<file path="config.mk">
export PLATFORM = sky130hd
export DESIGN_NAME = adc_decim_framer
export DESIGN_NICKNAME = d
export VERILOG_FILES = /design/src/rtl/adcfr_pkg.sv /design/src/rtl/adcfr_integ.sv /design/src/rtl/adcfr_comb.sv /design/src/rtl/adcfr_framer.sv /design/src/rtl/adcfr_uart.sv /design/src/rtl/adc_decim_framer.sv
export SDC_FILE = /design/constraint.sdc
export NUM_CORES = 1
export LEC_CHECK = 0
export BUFFER_PORTS_ARGS = -buffer_cell sky130_fd_sc_hd__buf_2
export CORE_MARGIN = 2
export CORE_UTILIZATION = 42
export CTS_CLUSTER_DIAMETER = 60
export DETAILED_ROUTE_END_ITERATION = 10
export PLACE_DENSITY = 0.55
export SLEW_MARGIN = 20
export SYNTH_ARGS = -nofsm -noshare
export SYNTH_HDL_FRONTEND = slang
export SYNTH_SLANG_ARGS = --single-unit
export TNS_END_PERCENT = 10
</file>
<file path="constraint.sdc">
create_clock -name i_clk -period 25.7 [get_ports i_clk]
set_input_delay 1.285 -clock i_clk [delete_from_list [all_inputs] [get_ports i_clk]]
set_output_delay 1.285 -clock i_clk [all_outputs]
set_load 0.02 [all_outputs]
</file>
<file path="src/rtl/adcfr_pkg.sv">
package adcfr_pkg;

    localparam int BYTE_W          = 8;
    localparam int STAT_W          = 4;
    localparam int UART_FRAME_BITS = BYTE_W + 2;

    typedef enum logic [1:0] {
        FR_IDLE = 2'd0,
        FR_SEND = 2'd1,
        FR_WAIT = 2'd2
    } fr_state_e;

    typedef struct packed {
        logic              ovf;
        logic [STAT_W-1:0] status;
    } side_info_t;

    // marker byte: top bit set, then overflow, fixed pattern, status
    function automatic logic [BYTE_W-1:0] make_sync(input side_info_t si);
        return {1'b1, si.ovf, 2'b10, si.status};
    endfunction

    // register width needed for N stages of rate-R growth
    function automatic int acc_width(input int in_w, input int order, input int decim);
        return in_w + order * $clog2(decim);
    endfunction

endpackage

</file>
<file path="src/rtl/adcfr_integ.sv">
module adcfr_integ #(
    parameter int IN_W  = 12,
    parameter int ORDER = 4,
    parameter int ACC_W = 20
) (
    input  logic             clk,
    input  logic             rst,
    input  logic             in_vld,
    input  logic [IN_W-1:0]  in_code,
    output logic [ACC_W-1:0] acc_nxt
);

    logic [IN_W-1:0]  smp_s;
    logic [ACC_W-1:0] ext;

    // flip the top bit: unsigned mid-scale code becomes two's complement
    assign smp_s = {~in_code[IN_W-1], in_code[IN_W-2:0]};
    assign ext   = {{(ACC_W-IN_W){smp_s[IN_W-1]}}, smp_s};

    for (genvar g = 0; g < ORDER; g++) begin : g_stg
        logic [ACC_W-1:0] st_q;
        logic [ACC_W-1:0] st_d;
        logic [ACC_W-1:0] feed;

        if (g == 0) begin : g_head
            assign feed = ext;
        end else begin : g_tail
            assign feed = g_stg[g-1].st_d;
        end

        assign st_d = st_q + feed;

        always_ff @(posedge clk) begin
            if (rst) begin
                st_q <= '0;
            end else if (in_vld) begin
                st_q <= st_d;
            end
        end
    end

    // updated last stage, includes the sample presented this cycle
    assign acc_nxt = g_stg[ORDER-1].st_d;

endmodule

</file>
<file path="src/rtl/adcfr_comb.sv">
module adcfr_comb #(
    parameter int ACC_W = 20,
    parameter int OUT_W = 16,
    parameter int ORDER = 4,
    parameter int DECIM = 4,
    parameter int TAG_W = 4
) (
    input  logic             clk,
    input  logic             rst,
    input  logic             in_vld,
    input  logic [ACC_W-1:0] acc_in,
    input  logic [TAG_W-1:0] tag_in,
    output logic             word_vld,
    output logic [OUT_W-1:0] word,
    output logic [TAG_W-1:0] tag_out
);

    localparam int PH_W  = (DECIM > 1) ? $clog2(DECIM) : 1;
    localparam int SHIFT = ACC_W - OUT_W;

    logic [PH_W-1:0] phase_q;
    logic            dump;

    assign dump = in_vld && (phase_q == PH_W'(DECIM-1));

    always_ff @(posedge clk) begin
        if (rst) begin
            phase_q <= '0;
        end else if (in_vld) begin
            phase_q <= dump ? '0 : phase_q + PH_W'(1);
        end
    end

    for (genvar g = 0; g < ORDER; g++) begin : g_stg
        logic [ACC_W-1:0] dly_q;
        logic [ACC_W-1:0] feed;
        logic [ACC_W-1:0] diff;

        if (g == 0) begin : g_head
            assign feed = acc_in;
        end else begin : g_tail
            assign feed = g_stg[g-1].diff;
        end

        assign diff = feed - dly_q;

        always_ff @(posedge clk) begin
            if (rst) begin
                dly_q <= '0;
            end else if (dump) begin
                dly_q <= feed;
            end
        end
    end

    always_ff @(posedge clk) begin
        if (rst) begin
            word_vld <= 1'b0;
            word     <= '0;
            tag_out  <= '0;
        end else begin
            word_vld <= dump;
            if (dump) begin
                word    <= OUT_W'(g_stg[ORDER-1].diff >> SHIFT);
                tag_out <= tag_in;
            end
        end
    end

endmodule

</file>
<file path="src/rtl/adcfr_framer.sv">
module adcfr_framer
    import adcfr_pkg::*;
#(
    parameter int OUT_W = 16
) (
    input  logic              clk,
    input  logic              rst,
    input  logic              word_vld,
    input  logic [OUT_W-1:0]  word,
    input  logic [STAT_W-1:0] status,
    input  logic              tx_ready,
    output logic              tx_start,
    output logic [BYTE_W-1:0] tx_byte,
    output logic              busy,
    output logic              overflow
);

    localparam int NBYTES  = 1 + OUT_W / BYTE_W;
    localparam int FRAME_W = NBYTES * BYTE_W;
    localparam int CNT_W   = $clog2(NBYTES + 1);

    fr_state_e          st_q;
    logic [FRAME_W-1:0] fr_q;
    logic [CNT_W-1:0]   left_q;
    logic               ovf_q;
    side_info_t         si;

    assign si.ovf    = ovf_q;
    assign si.status = status;

    assign busy     = (st_q != FR_IDLE);
    assign overflow = ovf_q;
    assign tx_start = (st_q == FR_SEND) && tx_ready;
    assign tx_byte  = fr_q[FRAME_W-1 -: BYTE_W];

    always_ff @(posedge clk) begin
        if (rst) begin
            st_q   <= FR_IDLE;
            fr_q   <= '0;
            left_q <= '0;
            ovf_q  <= 1'b0;
        end else begin
            case (st_q)
                FR_IDLE: begin
                    if (word_vld) begin
                        fr_q   <= {make_sync(si), word};
                        left_q <= CNT_W'(NBYTES);
                        st_q   <= FR_SEND;
                    end
                end
                FR_SEND: begin
                    if (tx_ready) begin
                        fr_q   <= fr_q << BYTE_W;
                        left_q <= left_q - CNT_W'(1);
                        if (left_q == CNT_W'(1)) begin
                            st_q <= FR_WAIT;
                        end
                    end
                end
                FR_WAIT: begin
                    if (tx_ready) begin
                        st_q <= FR_IDLE;
                    end
                end
                default: st_q <= FR_IDLE;
            endcase
            // a word arriving mid-packet is discarded
            if (word_vld && st_q != FR_IDLE) begin
                ovf_q <= 1'b1;
            end
        end
    end

endmodule

</file>
<file path="src/rtl/adcfr_uart.sv">
module adcfr_uart
    import adcfr_pkg::*;
#(
    parameter int CLKS_PER_BIT = 200
) (
    input  logic              clk,
    input  logic              rst,
    input  logic              start,
    input  logic [BYTE_W-1:0] data,
    output logic              ready,
    output logic              tx
);

    localparam int CNT_W = (CLKS_PER_BIT > 1) ? $clog2(CLKS_PER_BIT) : 1;
    localparam int BIT_W = $clog2(UART_FRAME_BITS + 1);

    logic                       run_q;
    logic [UART_FRAME_BITS-1:0] sh_q;
    logic [CNT_W-1:0]           cnt_q;
    logic [BIT_W-1:0]           bit_q;

    assign ready = !run_q;
    assign tx    = run_q ? sh_q[0] : 1'b1;

    always_ff @(posedge clk) begin
        if (rst) begin
            run_q <= 1'b0;
            sh_q  <= '1;
            cnt_q <= '0;
            bit_q <= '0;
        end else if (!run_q) begin
            if (start) begin
                run_q <= 1'b1;
                sh_q  <= {1'b1, data, 1'b0};
                cnt_q <= '0;
                bit_q <= '0;
            end
        end else if (cnt_q == CNT_W'(CLKS_PER_BIT-1)) begin
            cnt_q <= '0;
            sh_q  <= {1'b1, sh_q[UART_FRAME_BITS-1:1]};
            if (bit_q == BIT_W'(UART_FRAME_BITS-1)) begin
                run_q <= 1'b0;
            end else begin
                bit_q <= bit_q + BIT_W'(1);
            end
        end else begin
            cnt_q <= cnt_q + CNT_W'(1);
        end
    end

endmodule

</file>
<file path="src/rtl/adc_decim_framer.sv">
module adc_decim_framer
    import adcfr_pkg::*;
#(
    parameter int IN_W         = 12,
    parameter int OUT_W        = 16,
    parameter int ORDER        = 4,
    parameter int DECIM        = 4,
    parameter int CLKS_PER_BIT = 200
) (
    input  logic              i_clk,
    input  logic              i_rst,
    input  logic              i_valid,
    input  logic [IN_W-1:0]   i_sample,
    input  logic [STAT_W-1:0] i_status,
    output logic              o_tx,
    output logic              o_overflow
);

    localparam int ACC_W = acc_width(IN_W, ORDER, DECIM);

    logic [ACC_W-1:0]  acc_nxt;
    logic              w_vld;
    logic [OUT_W-1:0]  w_word;
    logic [STAT_W-1:0] w_stat;
    logic              u_start;
    logic              u_ready;
    logic [BYTE_W-1:0] u_byte;
    logic              f_busy;

    adcfr_integ #(
        .IN_W  (IN_W),
        .ORDER (ORDER),
        .ACC_W (ACC_W)
    ) u_integ (
        .clk     (i_clk),
        .rst     (i_rst),
        .in_vld  (i_valid),
        .in_code (i_sample),
        .acc_nxt (acc_nxt)
    );

    adcfr_comb #(
        .ACC_W (ACC_W),
        .OUT_W (OUT_W),
        .ORDER (ORDER),
        .DECIM (DECIM),
        .TAG_W (STAT_W)
    ) u_comb (
        .clk      (i_clk),
        .rst      (i_rst),
        .in_vld   (i_valid),
        .acc_in   (acc_nxt),
        .tag_in   (i_status),
        .word_vld (w_vld),
        .word     (w_word),
        .tag_out  (w_stat)
    );

    adcfr_framer #(
        .OUT_W (OUT_W)
    ) u_framer (
        .clk      (i_clk),
        .rst      (i_rst),
        .word_vld (w_vld),
        .word     (w_word),
        .status   (w_stat),
        .tx_ready (u_ready),
        .tx_start (u_start),
        .tx_byte  (u_byte),
        .busy     (f_busy),
        .overflow (o_overflow)
    );

    adcfr_uart #(
        .CLKS_PER_BIT (CLKS_PER_BIT)
    ) u_uart (
        .clk   (i_clk),
        .rst   (i_rst),
        .start (u_start),
        .data  (u_byte),
        .ready (u_ready),
        .tx    (o_tx)
    );

endmodule

</file>
* Word level (Yosys, flattened, before mapping)
Index checks and enable logic that the tools add are counted.
Storage, ports and cells: output and inout bits 2, input bits 19, bits in registers 235, word-level logic and storage cells 84
Operators by class: add/subtract/negate cells 12, eq/ne operators 12, reduce and logical (&&, ||, !) cells 12, mux-type cells 27, bitwise logic cells 1
Operators by type and width (count):
- adder 20 bit | 4
- subtractor 20 bit | 4
- 2-to-1 mux 24 bit | 2
- one-hot mux 24 bit (2 select lines) | 1
- 2-to-1 mux 10 bit | 3
- 2-to-1 mux 8 bit | 3
- 2-to-1 mux 4 bit | 4
- 2-to-1 mux 2 bit | 7
- inequality test 2 bit (second input constant) | 6
- adder 8 x 1 -> 8 bit (second input constant) | 1
- == test 8 bit (second input constant) | 1
- one-hot mux 2 bit (3 select lines) | 1
- AND reduction 3 bit | 2
- nonzero test 2 bit | 3
- 2-to-1 mux 1 bit | 5
- adder 4 x 1 -> 4 bit (second input constant) | 1
- == test 2 x 1 -> 1 bit (second input constant) | 2
- == test 2 bit (second input constant) | 2
- == test 4 bit (second input constant) | 1
- one-hot mux 2 bit (2 select lines) | 1
- AND reduction 4 bit | 1
- logical AND 1 bit | 3
- adder 2 x 1 -> 2 bit (second input constant) | 1
- logical NOT 2 bit | 1
- other kinds (4) | 4

* Depth between registers and ports, before layout
Gate-level depths: netlist (run 1).
depth after elaboration 9, depth in mapped cells 51, mapped depth without buffers 51

* Cells and area by module
Synthesis (run 1) repeated with hierarchy kept, for this count alone.
Second synthesis, totals: cell total of the unflattened synthesis 1984, area, all modules 15880.2 um^2
Modules (own cells, without submodules):
- adcfr_comb | cells each 967, instances 1, area each 7163.1 um^2, seq. area each 2062.0 um^2
- adcfr_integ | cells each 721, instances 1, area each 6170.9 um^2, seq. area each 1601.5 um^2
- adcfr_framer | cells each 151, instances 1, area each 1293.7 um^2, seq. area each 580.6 um^2
- adcfr_uart | cells each 145, instances 1, area each 1252.5 um^2, seq. area each 440.4 um^2

* Least setup slack after synthesis (run 1)
No wires, ideal clock.
kind input -> register, start point input port i_sample[0], end point register u_comb.word[15], buffers on the path 0, stages on the path 49, setup slack 15.319 ns, data arrival time 10.250 ns, data required time 25.569 ns, path through ha_1 fa_1 a21o_1 a21oi_1 o21bai_1 a21oi_1 o21bai_1 a21oi_1 o21ai_0 o31a_1 a21oi_1 xnor2_1 ha_1 nand3_1 nor2_1 a21oi_2 a21boi_0 nor2_1 (+13 left out) nand2_1 a21oi_1 ha_1 nand3_1 nand2_1 a41oi_1 nor2b_1 xnor2_1 ha_1 xor2_1 ha_1 or3_1 o21ai_0 a21oi_1 xnor2_1 xnor3_1 nand2_1 a21oi_2
Between the ends: cells in the longest elaborated chain, start to end 8
RTL lines:
- from (decl) | line adc_decim_framer.sv:13 | input logic [IN_W-1:0] i_sample,
- adder 20 bit | line adcfr_integ.sv:31 | assign st_d = st_q + feed;
- net u_integ.g_stg[0].st_d[14] | line adcfr_integ.sv:22 | logic [ACC_W-1:0] st_d;
- adder 20 bit | line adcfr_integ.sv:31
- net u_integ.g_stg[1].st_d[15] | line adcfr_integ.sv:22
- adder 20 bit | line adcfr_integ.sv:31
- net u_integ.g_stg[2].st_d[16] | line adcfr_integ.sv:22
- adder 20 bit | line adcfr_integ.sv:31
- net acc_nxt[17] | line adc_decim_framer.sv:21 | logic [ACC_W-1:0] acc_nxt;
- subtractor 20 bit | line adcfr_comb.sv:45 | assign diff = feed - dly_q;
- net u_comb.g_stg[0].diff[17] | line adcfr_comb.sv:37 | logic [ACC_W-1:0] diff;
- subtractor 20 bit | line adcfr_comb.sv:45
- net u_comb.g_stg[1].diff[18] | line adcfr_comb.sv:37
- subtractor 20 bit | line adcfr_comb.sv:45
- net u_comb.g_stg[2].diff[18] | line adcfr_comb.sv:37
- subtractor 20 bit | line adcfr_comb.sv:45
- to (signal assigned) | line adcfr_comb.sv:64 | word <= OUT_W'(g_stg[ORDER-1].diff >> SHIFT);
- to (decl) | line adcfr_comb.sv:14 | output logic [OUT_W-1:0] word,
The timed path passes the listed nets, and every way through them passes these cells. A chain may end at the register's enable or synchronous reset.

* Worst setup path after layout (run 1)
Ends and elaborated chain as after synthesis.

==> flow_summary.ini, run 1 <==
[synth]
synth.avg_cell_area_sq_um = 8.05
yosys-top-cells-count = nand2_1 (254), dfxtp_1 (234), nor2_1 (222)
synthTopCellsByArea = dfxtp_1 (31%), ha_1 (13%), nand2_1 (6.2%)
yosys.area.top_type = dfxtp_1
async_flop_share = 0
synth_top_area_frac = 0.307
ys_types = 72
yosysMostFrequentCell = nand2_1
ys_ff_latch = 234
synth_nets = 2087
syn-cell-area_sq_mm = 0.0153
synth_edf_count = 0
yosysSeqAreaShare = 0.307
syn_inst = 1898
yosysWarnings = 0
synthFlopType = dfxtp_1

[critical_path]
ff2ff_setup_slack_ns = 15.11
rr_startpoint = u_integ.g_stg[0].st_q[0]
required_ns = 26.06
cp-start-kind = primary input
crit_buf_inv = 1
crit_type = primary input to flop
crit_slowest_cell = fa_1
worstSetupStartpoint = i_sample[0]
cp.arrival_ns = 11.53
cpPeakStageDelay_ns = 0.42
crit_path_end_kind = flop
crit_family = compound AO/OA/AOI/OAI gates
critPathMaxFanout = 6

[floorplanning]
io_pins = 21
placeableCoreArea_sq_mm = 0.0357
start_util = 0.428
die_w_um = 195
die-area_sq_mm = 0.0379
core.rowCount = 69
die_h_um = 195

[layout]
stdcell_count = 2370
fin_nets = 2074
antennaDiodeCount = 0
area_delta_synth_final_pct = 10.7
drive_gt1_frac = 0.0592
fillers = 3565

[routing]
drtAntennaViolNets = 0
drc = 0
drt_iter0_drc = 452
avgRoutedWirePerCell_um = 13.4
vias = 12300
via_per_inst = 5.18
totalWireLength_um = 31800
drtPass1Iterations = 5

[hold_path]
hold_path_class = flop to flop
hold_path.startpoint = u_comb.g_stg[2].dly_q[12]

[clock_network]
ctsHoldBuffers = 0
cts_resized = 0
cts.sinks = 234
clk_latency_ns = 0.52
cts_buffer_depth = 3
cts_tree = done
cts-buffers-inserted = 34
root_buffer = clkbuf_16
postCtsSetupBuffers = 0
cts.clk_slew.worst_paths_ns = 0.05
htree_levels = 2

[timing]
fin_skew_ns = 0.0140
grt_setup_unrepaired = false
finalSetupTns_ns = 0
drv_slew = 0
min_period_ns = 11.17
fmax_ghz = 0.0895
hold_viol = 0
relSlewSlack = 0.320
setup_viol_count_final = 0
finalCritPeriodShare = 0.435
worst_slew_pin_slew_ns = 0.994

[place]
hpwlAfterDp_um = 21900
port_buffers = 20
place_congestion = 0.793
dpl.cell_count = 2310

[job]
drv_cap = 0

[grt]
grt.total_usage = 0.169
grt_overflow = 0
grt_pass1_vias = 11600
grt_pass1_wl_um = 54300
antenna_found_initial = 0
grt_max_degree = 89

[run_status]
status = completed
metrics by stage:
stage / util / worst slack [ns] / hold slack (ns) / area, sq um
floorplan: - / 15.32 / 0.431 / 15300
global placement: 0.441 / 14.34 / 0.439 / 15700
detailed placement: 0.441 / 14.12 / 0.446 / 15700
CTS: 0.474 / 14.61 / 0.453 / 16900
global route: 0.474 / 13.66 / 0.471 / 16900
finish: 0.474 / 14.53 / 0.450 / 16900
cell type report:
type / instances / area (sq um) / area share
clock buffer: 46 / 1010 / 0.0598
clock inverter: 14 / 159 / 0.00940
inverter: 132 / 495 / 0.0293
multi-input combinational: 1457 / 9820 / 0.581
sequential: 234 / 4680 / 0.277
tap: 461 / 577 / 0.0341
timing repair buffer: 26 / 154 / 0.00911
final timing paths:
| check | end | cells past startpoint |
|---|---|---|
| max | u_comb.word[15] | 51 |
| min | u_comb.g_stg[2].dly_q[12] | 2 |
| max reg2reg | u_comb.word[15] | 50 |
| min reg2reg | u_comb.g_stg[2].dly_q[12] | 2 |
registers in the layout (all words and copies together) (netlist names), 2 cells and up:
register and cells:
u_comb.g_stg.dly_q 80, u_integ.g_stg.st_q 80, u_framer.fr_q 24, u_comb.word 16
u_uart.sh_q 9, u_uart.cnt_q 8, u_comb.tag_out 4, u_uart.bit_q 4
u_comb.phase_q 2, u_framer.left_q 2, u_framer.st_q 2
kinds of logic (layout without fill, tap and decap cells):
logic type / count (synthesis) / count (layout) / share of synthesized area
simple gates: 633 / 633 / 0.180
mux: 76 / 76 / 0.0499
buf+inv: 207 / 218 / 0.0511
compound gates: 445 / 445 / 0.189
flops: 234 / 234 / 0.307
fa+ha+maj: 170 / 170 / 0.143
xor+xnor: 133 / 133 / 0.0805
routing by layer:
| metal | vias up | GRT usage | share of wire |
|---|---|---|---|
| met4 | 0 | 0.0456 | 0.017 |
| met3 | 37 | 0.0255 | 0.028 |
| met5 | - | 0 | 0 |
| met1 | 5609 | 0.228 | 0.51 |
| met2 | 84 | 0.280 | 0.44 |
| li1 | 6553 | - | - |
tightest hold or removal path, stage by stage, from the launching register on:
cell	delay, ns
dfxtp_1	0.30
nand2_1	0.05
a21oi_1	0.05
placed cells by master, fill, tap and decap left out, types with 18 or more instances in the layout:
cell and count:
nand2_1 253, dfxtp_1 234, nor2_1 222, a21oi_1 175
ha_1 163, inv_1 132, xnor2_1 87, mux2i_1 75
o21ai_0 48, xor2_1 41, clkbuf_16 37, a211oi_1 30
nor3_1 28, a21o_1 27, nand3_1 26, o21bai_1 24
buf_2 18
Power of run 1 is not shown: default switching activity piles up to over one toggle a cycle in this logic, so the estimate is an artifact.
==> run 2: changes to the inputs <==
--- a/config.mk
+++ b/config.mk
@@ -5,6 +5,7 @@
 export SDC_FILE = /design/constraint.sdc
 export NUM_CORES = 1
 export LEC_CHECK = 0
+export ABC_AREA = 1
 export BUFFER_PORTS_ARGS = -buffer_cell sky130_fd_sc_hd__buf_2
 export CORE_MARGIN = 2
 export CORE_UTILIZATION = 42
==> constraint.sdc (replaced) <==
create_clock -name i_clk -period 11.5 [get_ports i_clk]
set_input_delay 0.575 -clock i_clk [delete_from_list [all_inputs] [get_ports i_clk]]
set_output_delay 0.575 -clock i_clk [all_outputs]
set_load 0.02 [all_outputs]
==> flow_summary.ini, run 2 <==
[critical_path]
crit_type = flop to flop
cp-start-kind = flop
cp.arrival_ns = 10.28
cpPeakStageDelay_ns = 0.57
crit_slowest_cell = fa_1
critPathMaxFanout = 6
crit_path_end_kind = flop
required_ns = 11.90

[synth]
yosysSeqAreaShare = 0.306
yosys-top-cells-count = nand2_1 (347), inv_1 (325), dfxtp_1 (234)
ys_ff_latch = 234
synth_nets = 2329
yosys.area.top_type = dfxtp_1
synthFlopType = dfxtp_1
syn-cell-area_sq_mm = 0.0153
syn_inst = 2140
synth.avg_cell_area_sq_um = 7.15
yosysWarnings = 0
async_flop_share = 0
synthTopCellsByArea = dfxtp_1 (31%), ha_1 (13%), nand2_1 (8.5%)
yosysMostFrequentCell = nand2_1
synth_top_area_frac = 0.306
synth_edf_count = 0
ys_types = 55

[place]
dpl_cell_area_sq_mm = 0.0158
hpwlAfterDp_um = 25500
place_congestion = 0.875
port_buffers = 20

[timing]
finalCritPeriodShare = 0.859
drv_slew = 0
setup_viol_count_final = 0
hold_viol = 0
relSlewSlack = 0.397
fin_skew_ns = 0.0142
min_period_ns = 9.88
grt_setup_unrepaired = false
worst_slew_pin_slew_ns = 0.904
finalSetupTns_ns = 0
fmax_ghz = 0.101

[layout]
final_cell_mix = nand2_1 (347), inv_1 (324), dfxtp_1 (234), o21ai_0 (208), a21oi_1 (195)
antennaDiodeCount = 0
fillers = 3666
drive_gt1_frac = 0.0611
final_common_cell = nand2_1
top_regs = u_comb.g_stg.dly_q (80), u_integ.g_stg.st_q (80), u_framer.fr_q (24)
design_area_sq_mm = 0.0169
area_delta_synth_final_pct = 10.2
fin_nets = 2329

[routing]
totalWireLength_um = 35800
drt_iter0_drc = 626
via_per_inst = 5.03
drtAntennaViolNets = 0
vias = 13200
avgRoutedWirePerCell_um = 13.6
drtPass1Iterations = 5
drc = 0

[clock_network]
cts-buffers-inserted = 34
cts.sinks = 234
cts_buffer_depth = 3
ctsHoldBuffers = 0
cts_resized = 0
clk_latency_ns = 0.51
cts_tree = done
cts.clk_slew.worst_paths_ns = 0.06
htree_levels = 2
root_buffer = clkbuf_16
postCtsSetupBuffers = 0

[floorplanning]
die_h_um = 195
core.rowCount = 69
io_pins = 21
die-area_sq_mm = 0.0380
placeableCoreArea_sq_mm = 0.0357
start_util = 0.428
die_w_um = 195

[run_status]
status = completed

[grt]
grt_max_degree = 67
grt_overflow = 0
grt_pass1_vias = 12400
grt.total_usage = 0.190
grt_pass1_wl_um = 60500
antenna_found_initial = 0

[hold_path]
hold_path_class = primary input to flop

[job]
drv_cap = 0
## run 2: worst max-delay path: cells and delay by family (launching register included)
family	cells	cell delay, ns
adders and majority gates	9	3.08
AOI/OAI and AO/OA	16	2.95
and+or+nand+nor	14	1.56
xor gates and xnor gates	7	1.34
buffers and inverters	7	0.49
DFF	1	0.33
## run 2: cell type report
type                       instances  area (sq um)  area share
clock inverter                    12           105     0.00623
timing repair buffer              30           180      0.0107
inverter                         333          1250      0.0741
sequential                       234          4680       0.278
tap                              461           577      0.0342
clock buffer                      46           967      0.0573
multi-input combinational       1507          9100       0.540
## run 2: final timing paths
path,start,endpoint,slack (ns),cells after the start
setup / recovery,u_integ.g_stg[0].st_q[0],u_comb.word[15],1.62,53
setup reg to reg,u_integ.g_stg[0].st_q[0],u_comb.word[15],1.62,53
hold / removal,i_status[0],u_comb.tag_out[0],0.29,2
hold reg to reg,u_uart.sh_q[0],u_uart.sh_q[0],0.45,2
## run 2: cell families after synthesis
logic type,synth area share
AO/OA/AOI/OAI,0.194
XOR/XNOR,0.0693
adder cells (fa/ha/maj),0.142
buffers and inverters,0.0995
flip-flops,0.306
AND/OR/NAND/NOR,0.189
## run 2: stage by stage
step	hold WS (ns)	utilization	cells	worst slack, ns
2_1_floorplan	0.421	-	2140	2.43
3_3_place_gp	0.439	0.442	2565	1.48
3_5_place_dp	0.445	0.442	2565	1.30
4_1_cts	0.267	0.472	2623	1.62
5_1_grt	0.284	0.472	2623	0.595
6_report	0.293	0.472	2623	1.62
## run 2: per-layer routing
| layer | global-route usage | vias up | part of all wire |
|---|---|---|---|
| met3 | 0.0278 | 40 | 0.037 |
| li1 | - | 7064 | - |
| met2 | 0.309 | 161 | 0.43 |
| met4 | 0.0469 | 0 | 0.017 |
| met5 | 0 | - | 0 |
| met1 | 0.265 | 5930 | 0.51 |
Power of run 2 is left out for the same reason.
